`src/rtl/pmc_pkg.sv`:
```
package pmc_pkg;

  localparam int MODE_W = 4;

  typedef enum logic [MODE_W-1:0] {
    MD_RESET     = 4'd0,
    MD_RUN_HI    = 4'd1,
    MD_RUN_DUAL  = 4'd2,
    MD_RUN_LOWD  = 4'd3,
    MD_RUN_LO    = 4'd4,
    MD_HALT_HI   = 4'd5,
    MD_HALT_DUAL = 4'd6,
    MD_HALT_LOWD = 4'd7,
    MD_HALT_LO   = 4'd8,
    MD_TBH_HI    = 4'd9,
    MD_TBH_LO    = 4'd10,
    MD_STOP      = 4'd11
  } mode_e;

  typedef struct packed {
    logic hosc;
    logic losc;
    logic cpu;
    logic per;
    logic tbt;
    logic sel;
  } gates_t;

  function automatic logic is_run(mode_e m);
    return (m == MD_RUN_HI) || (m == MD_RUN_DUAL) ||
           (m == MD_RUN_LOWD) || (m == MD_RUN_LO);
  endfunction

  function automatic logic is_irq_halt(mode_e m);
    return (m == MD_HALT_HI) || (m == MD_HALT_DUAL) ||
           (m == MD_HALT_LOWD) || (m == MD_HALT_LO);
  endfunction

  function automatic logic is_tb_halt(mode_e m);
    return (m == MD_TBH_HI) || (m == MD_TBH_LO);
  endfunction

  // Halt variant entered by an idle request from a run mode
  function automatic mode_e halt_of(mode_e m);
    case (m)
      MD_RUN_HI:   return MD_HALT_HI;
      MD_RUN_DUAL: return MD_HALT_DUAL;
      MD_RUN_LOWD: return MD_HALT_LOWD;
      MD_RUN_LO:   return MD_HALT_LO;
      default:     return m;
    endcase
  endfunction

  // Run mode a halt variant wakes into
  function automatic mode_e run_of(mode_e m);
    case (m)
      MD_HALT_HI, MD_TBH_HI:   return MD_RUN_HI;
      MD_HALT_DUAL:            return MD_RUN_DUAL;
      MD_HALT_LOWD:            return MD_RUN_LOWD;
      MD_HALT_LO, MD_TBH_LO:   return MD_RUN_LO;
      default:                 return m;
    endcase
  endfunction

  // One step along the run-mode chain driven by the oscillator/select bits
  function automatic mode_e clk_step(mode_e m, logic h, logic l, logic s);
    case (m)
      MD_RUN_HI:   return l ? MD_RUN_DUAL : MD_RUN_HI;
      MD_RUN_DUAL: return !l ? MD_RUN_HI : (s ? MD_RUN_LOWD : MD_RUN_DUAL);
      MD_RUN_LOWD: return !s ? MD_RUN_DUAL : (!h ? MD_RUN_LO : MD_RUN_LOWD);
      MD_RUN_LO:   return h ? MD_RUN_LOWD : MD_RUN_LO;
      default:     return m;
    endcase
  endfunction

endpackage

```
`src/rtl/pmc_tick_edge.sv`:
```
module pmc_tick_edge #(
  parameter int TAPS  = 4,
  parameter int SEL_W = (TAPS > 1) ? $clog2(TAPS) : 1
) (
  input  logic             clk,
  input  logic             rst,
  input  logic [TAPS-1:0]  taps,
  input  logic [SEL_W-1:0] sel,
  output logic             fall
);

  logic tap_now;
  logic tap_q;

  generate
    if (TAPS == 1) begin : g_single
      assign tap_now = taps[0];
    end else begin : g_mux
      assign tap_now = (int'(sel) < TAPS) ? taps[sel] : 1'b0;
    end
  endgenerate

  // A reset value of 0 keeps a tap that is already low from looking like an edge
  always_ff @(posedge clk) begin
    if (rst) tap_q <= 1'b0;
    else     tap_q <= tap_now;
  end

  assign fall = tap_q & ~tap_now;

  p_fall_needs_high_r5: assert property (@(posedge clk) disable iff (rst)
    fall |-> $past(tap_now));

endmodule

```
`src/rtl/pmc_mode_fsm.sv`:
```
module pmc_mode_fsm
  import pmc_pkg::*;
(
  input  logic  clk,
  input  logic  rst,
  input  logic  idle_req,
  input  logic  stop_req,
  input  logic  tbh_req,
  input  logic  hosc_bit,
  input  logic  losc_bit,
  input  logic  sel_bit,
  input  logic  irq,
  input  logic  stop_pin,
  input  logic  tick_fall,
  output mode_e mode_o,
  output logic  err_o
);

  mode_e state_q, state_d;
  mode_e saved_q, saved_d;
  logic  err_q, err_set;
  logic  src_bad;

  // Select bit asks for a clock whose oscillator bit is clear
  assign src_bad = (sel_bit && !losc_bit) || (!sel_bit && !hosc_bit);

  always_comb begin
    state_d = state_q;
    saved_d = saved_q;
    err_set = 1'b0;
    case (state_q)
      MD_RESET: state_d = MD_RUN_HI;
      MD_RUN_HI, MD_RUN_DUAL, MD_RUN_LOWD, MD_RUN_LO: begin
        if (stop_req && (state_q != MD_RUN_LOWD)) begin
          state_d = MD_STOP;
          saved_d = state_q;
        end else if (tbh_req && (state_q == MD_RUN_HI)) begin
          state_d = MD_TBH_HI;
        end else if (tbh_req && (state_q == MD_RUN_LO)) begin
          state_d = MD_TBH_LO;
        end else if (idle_req) begin
          state_d = halt_of(state_q);
        end else if (src_bad) begin
          err_set = 1'b1;
        end else begin
          state_d = clk_step(state_q, hosc_bit, losc_bit, sel_bit);
        end
      end
      MD_HALT_HI, MD_HALT_DUAL, MD_HALT_LOWD, MD_HALT_LO: begin
        if (irq) state_d = run_of(state_q);
      end
      MD_TBH_HI, MD_TBH_LO: begin
        if (tick_fall) state_d = run_of(state_q);
      end
      MD_STOP: begin
        if (stop_pin) state_d = saved_q;
      end
      default: state_d = MD_RESET;
    endcase
  end

  always_ff @(posedge clk) begin
    if (rst) begin
      state_q <= MD_RESET;
      saved_q <= MD_RUN_HI;
      err_q   <= 1'b0;
    end else begin
      state_q <= state_d;
      saved_q <= saved_d;
      err_q   <= err_q | err_set;
    end
  end

  assign mode_o = state_q;
  assign err_o  = err_q;

  p_irq_halt_hold_r4: assert property (@(posedge clk) disable iff (rst)
    (is_irq_halt(state_q) && !irq) |=> $stable(state_q));

  p_tb_halt_hold_r5: assert property (@(posedge clk) disable iff (rst)
    (is_tb_halt(state_q) && !tick_fall) |=> $stable(state_q));

  p_stop_return_r6: assert property (@(posedge clk) disable iff (rst)
    (state_q == MD_STOP && stop_pin) |=> (state_q == $past(saved_q)));

  p_saved_is_run_r6: assert property (@(posedge clk) disable iff (rst)
    (state_q == MD_STOP) |-> is_run(saved_q));

  p_err_sticky_r8: assert property (@(posedge clk) disable iff (rst)
    err_q |=> err_q);

  p_bad_src_hold_r8: assert property (@(posedge clk) disable iff (rst)
    (is_run(state_q) && !stop_req && !tbh_req && !idle_req && src_bad)
      |=> ($stable(state_q) && err_q));

endmodule

```
`src/rtl/pmc_gate_decode.sv`:
```
module pmc_gate_decode
  import pmc_pkg::*;
(
  input  mode_e  mode,
  output gates_t gates
);

  // Field order: hosc, losc, cpu, per, tbt, sel
  always_comb begin
    case (mode)
      MD_RESET:     gates = 6'b100000;
      MD_RUN_HI:    gates = 6'b101110;
      MD_RUN_DUAL:  gates = 6'b111110;
      MD_RUN_LOWD:  gates = 6'b111111;
      MD_RUN_LO:    gates = 6'b011111;
      MD_HALT_HI:   gates = 6'b100010;
      MD_HALT_DUAL: gates = 6'b110010;
      MD_HALT_LOWD: gates = 6'b110011;
      MD_HALT_LO:   gates = 6'b010011;
      MD_TBH_HI:    gates = 6'b100010;
      MD_TBH_LO:    gates = 6'b010011;
      MD_STOP:      gates = 6'b000000;
      default:      gates = 6'b000000;
    endcase
  end

endmodule

```
`src/rtl/pwr_mode_ctrl.sv`:
```
module pwr_mode_ctrl
  import pmc_pkg::*;
#(
  parameter int TB_TAPS  = 4,
  parameter int TB_SEL_W = (TB_TAPS > 1) ? $clog2(TB_TAPS) : 1
) (
  input  logic                clk,
  input  logic                rst,
  input  logic                idle_req,
  input  logic                stop_req,
  input  logic                tbhalt_req,
  input  logic                hosc_bit,
  input  logic                losc_bit,
  input  logic                clk_sel_bit,
  input  logic                irq_pulse,
  input  logic                stop_pin,
  input  logic [TB_TAPS-1:0]  tb_taps,
  input  logic [TB_SEL_W-1:0] tb_sel,
  output logic [MODE_W-1:0]   mode_code,
  output logic                hosc_run,
  output logic                losc_run,
  output logic                cpu_clk_en,
  output logic                periph_clk_en,
  output logic                tbt_clk_en,
  output logic                cpu_clk_sel,
  output logic                src_err
);

  logic   tick_fall;
  mode_e  mode;
  gates_t gates;

  pmc_tick_edge #(
    .TAPS  (TB_TAPS),
    .SEL_W (TB_SEL_W)
  ) u_tick (
    .clk  (clk),
    .rst  (rst),
    .taps (tb_taps),
    .sel  (tb_sel),
    .fall (tick_fall)
  );

  pmc_mode_fsm u_fsm (
    .clk       (clk),
    .rst       (rst),
    .idle_req  (idle_req),
    .stop_req  (stop_req),
    .tbh_req   (tbhalt_req),
    .hosc_bit  (hosc_bit),
    .losc_bit  (losc_bit),
    .sel_bit   (clk_sel_bit),
    .irq       (irq_pulse),
    .stop_pin  (stop_pin),
    .tick_fall (tick_fall),
    .mode_o    (mode),
    .err_o     (src_err)
  );

  pmc_gate_decode u_dec (
    .mode  (mode),
    .gates (gates)
  );

  assign mode_code     = mode;
  assign hosc_run      = gates.hosc;
  assign losc_run      = gates.losc;
  assign cpu_clk_en    = gates.cpu;
  assign periph_clk_en = gates.per;
  assign tbt_clk_en    = gates.tbt;
  assign cpu_clk_sel   = gates.sel;

  p_reset_state_r1: assert property (@(posedge clk) disable iff (rst)
    $past(rst) |-> (mode_code == 4'd0 && !cpu_clk_en && !periph_clk_en && !tbt_clk_en));

  p_cpu_src_running_r2: assert property (@(posedge clk) disable iff (rst)
    cpu_clk_en |-> (cpu_clk_sel ? losc_run : hosc_run));

  p_halt_gates_r10: assert property (@(posedge clk) disable iff (rst)
    (is_irq_halt(mode) || is_tb_halt(mode)) |-> (!cpu_clk_en && !periph_clk_en && tbt_clk_en));

  p_stop_all_off_r10: assert property (@(posedge clk) disable iff (rst)
    (mode == MD_STOP) |-> !(hosc_run || losc_run || tbt_clk_en || cpu_clk_en));

endmodule

```
`config.mk`:
```
export PLATFORM = sky130hd
export DESIGN_NAME = pwr_mode_ctrl
export DESIGN_NICKNAME = d
export VERILOG_FILES = /design/src/rtl/pmc_pkg.sv /design/src/rtl/pmc_tick_edge.sv /design/src/rtl/pmc_mode_fsm.sv /design/src/rtl/pmc_gate_decode.sv /design/src/rtl/pwr_mode_ctrl.sv
export SDC_FILE = /design/constraint.sdc
export NUM_CORES = 1
export LEC_CHECK = 0
export BUFFER_PORTS_ARGS = -buffer_cell sky130_fd_sc_hd__clkbuf_2
export CAP_MARGIN = 5
export CORE_MARGIN = 4
export CORE_UTILIZATION = 50
export CTS_CLUSTER_SIZE = 20
export DETAILED_ROUTE_END_ITERATION = 10
export GPL_ROUTABILITY_DRIVEN = 0
export PLACE_DENSITY = 0.79
export SLEW_MARGIN = 20
export SYNTH_ARGS = -nofsm -noshare
export SYNTH_HDL_FRONTEND = slang
export SYNTH_HIERARCHICAL = 1
export SYNTH_SLANG_ARGS = --single-unit
```
`constraint.sdc`:
```
create_clock -name clk -period 2.4 [get_ports clk]
set_clock_uncertainty 0.2 [all_clocks]
set_input_delay 0.24 -clock clk [delete_from_list [all_inputs] [get_ports clk]]
set_output_delay 0.24 -clock clk [all_outputs]
set_load 0.005 [all_outputs]
```
==> results_dict.tcl <==
set metrics [dict create \
    critical_path.startpoint_type "register" \
    grt_pass1_wl_um 4657 \
    cp_num_buf_inv 3 \
    synthCells 149 \
    ys_warn_count 6 \
    fin_ws_ps 235.4 \
    grt_usage_pct 18.06 \
    rsz0062_at_grt "no" \
    layout-drive-gt1-share_pct 28.90 \
    slew_headroom_pct 61.00 \
    min_path_type "input port to register" \
    route.detailed.drc 0 \
    grt_overflow_total 0 \
    clkTransAtPathRegs_ps 60 \
    clock_latency_ps 260 \
    async_flop_share_pct 0 \
    num_antenna_cells 0 \
    synth_top_flop_cell "dfxtp_1" \
    io_pins 27 \
    cts_setup_buffers 0 \
    firstDrtPassIters 4 \
    path_cells "buf_4 > inv_1 > ha_1 > o211ai_1 > o21ai_0 > clkbuf_2" \
    antenna_found_initial 0 \
    dieArea_mm2 0.003090 \
    ir_worst_vdd_mv 0.6564 \
    synth_nets 170 \
    cts_made_buffers 3 \
    io_buffers 26 \
    ys_seq_area_share_pct 17.68 \
    avgViaCountPerCell 6.065 \
    setup_viol 0 \
    status "completed" \
    cp_max_fo 11 \
    syn_area_mm2 0.001132 \
    synth_edf_count 0 \
    slowest_stage "dfxtp_2" \
    drt_iter0_markers 74 \
    grt_pass1_vias 1083 \
    place_ws_ps 118.7 \
    ant_nets 0 \
    yosysUniqueCellTypes 50 \
    rows 16 \
    wl_um 2969 \
    core-area_mm2 0.002062 \
    fin_crit_ps 2165 \
    hpwl_um 2241 \
    ctsHtreeMaxLevel 1 \
    final.period_utilization_pct 90.19 \
    crit_type "register to primary output" \
    die_width_um 55.59 \
    root_buffer "clkbuf_4" \
    slowest_delay_ps 430 \
    cts_sinks 10 \
    finalSetupTns_ps 0 \
    slew_viol_final 0 \
    path_delay_family "flip-flops" \
    hold_buffers 0 \
    worst_pin_slew_ps 584.4 \
    wire_per_inst_um 14.85 \
    power_density_mw_per_mm2 1245 \
    synthToLayoutAreaGrowth_pct 15.91 \
    cts.path.max_buffers 2 \
    cp.required_ps 1960 \
    floorplan.initialDensity_pct 54.92 \
    cp.arrival_ps 1720 \
    grt_max_degree 20 \
    fmax_mhz 462.0 \
    cts_tree "done" \
    hold_viol 0 \
    leakagePower_nw 0.5571 \
    cap_violations 0 \
    avgSynthCellArea_um2 7.600 \
    ys_ff_latch 10 \
    critPathCaptureType "primary output" \
    fp.dieH_um 55.59 \
    nets 196 \
    vias 1213 \
]
state kept, by name (all words and copies together) (netlist names):
register	count
u_tick/tap_q	1
u_fsm/saved_q	4
u_fsm/err_o	1
u_fsm/mode_o	4
stage by stage:
step | hold slack, ps | util (%) | power [mW] | cells | cell area, um^2
floorplan | 104.3 | - | 1.185 | 149 | 1132
global placement | 261.2 | 62.44 | 1.473 | 197 | 1287
detailed placement | 264.8 | 62.44 | 1.502 | 197 | 1287
CTS | 82.27 | 63.53 | 1.615 | 200 | 1310
global route | 86.05 | 63.65 | 1.763 | 200 | 1313
finish | 96.72 | 63.65 | 1.633 | 200 | 1313
kinds of logic after synthesis:
group	after synthesis	share of synthesized area, %
AO/OA/AOI/OAI	51	33.92
buffers and inverters	18	7.402
adder cells (fa/ha/maj)	5	5.525
AND/OR/NAND/NOR	56	25.97
multiplexers	9	9.502
flip-flops	10	17.68
worst paths after layout:
kind | start | end | slack [ps] | cells past startpoint
worst max-delay path | u_fsm/mode_o[0]$_SDFFE_PP0P_ | cpu_clk_sel | 240 | 6
worst min-delay path | rst | u_fsm/mode_o[0]$_SDFFE_PP0P_ | 100 | 2
worst max register to register | u_fsm/mode_o[2]$_SDFFE_PP0P_ | u_fsm/saved_q[1]$_SDFFE_PP0P_ | 350 | 6
worst min register to register | u_fsm/err_o$_SDFF_PP0_ | u_fsm/err_o$_SDFF_PP0_ | 280 | 2
cells in the mapped netlist, types with 2 or more instances:
master	instances	area, um^2
nand2b_1	3	18.77
mux2i_1	7	70.07
dfxtp_1	10	200.2
inv_1	5	18.77
nand3_1	3	15.01
a31oi_1	5	31.28
buf_4	2	15.01
nand2_1	10	37.54
o22ai_1	3	18.77
nor2_1	20	75.07
ha_1	5	62.56
o211ai_1	4	30.03
o21ai_0	5	25.02
a21o_1	2	15.01
a21oi_1	15	75.07
a221o_1	2	20.02
nor2b_1	8	50.05
buf_2	6	30.03
clkbuf_1	3	11.26
repair_timing:
action,CTS,global route
gates resized for setup,0,2
hold endpoints to repair,0,0
endpoints found under the setup margin,0,1
area by class of cell:
type	count	area [um^2]
Timing Repair Buffer	33	182.7
Fill cell	187	749.5
Sequential cell	10	202.7
Tap cell	27	33.78
Clock buffer	3	22.52
Inverter	6	22.52
Multi-Input combinational cell	121	848.3
layer usage:
layer | up-vias | track usage (%) | part of all wire, % | routed length, um
met4 | 0 | 4.167 | 1.0 | 31
met1 | 544 | 22.38 | 43 | 1266
li1 | 596 | - | - | -
met3 | 4 | 4.176 | 8.3 | 246
met5 | - | 0 | 0 | 0
met2 | 69 | 31.42 | 48 | 1425
cells in the final DEF (no fill, tap or decap), types with 3 or more instances in the layout:
master and instances:
inv_1 5, buf_4 7, dfxtp_1 8, o21ai_0 5, o211ai_1 4, nor2b_1 8, nand3_1 3, o22ai_1 3
nor2_1 20, clkbuf_4 3, a21oi_1 15, clkbuf_2 26, nand2_1 10, a31oi_1 5, ha_1 5, nand2b_1 3
mux2i_1 7
power by group:
group / internal [mW] / switching (mW)
combinational: 0.554 / 0.680
sequential: 0.216 / 0.0764
clock: 0.0575 / 0.0492
Power figures use the tool's default switching activity.
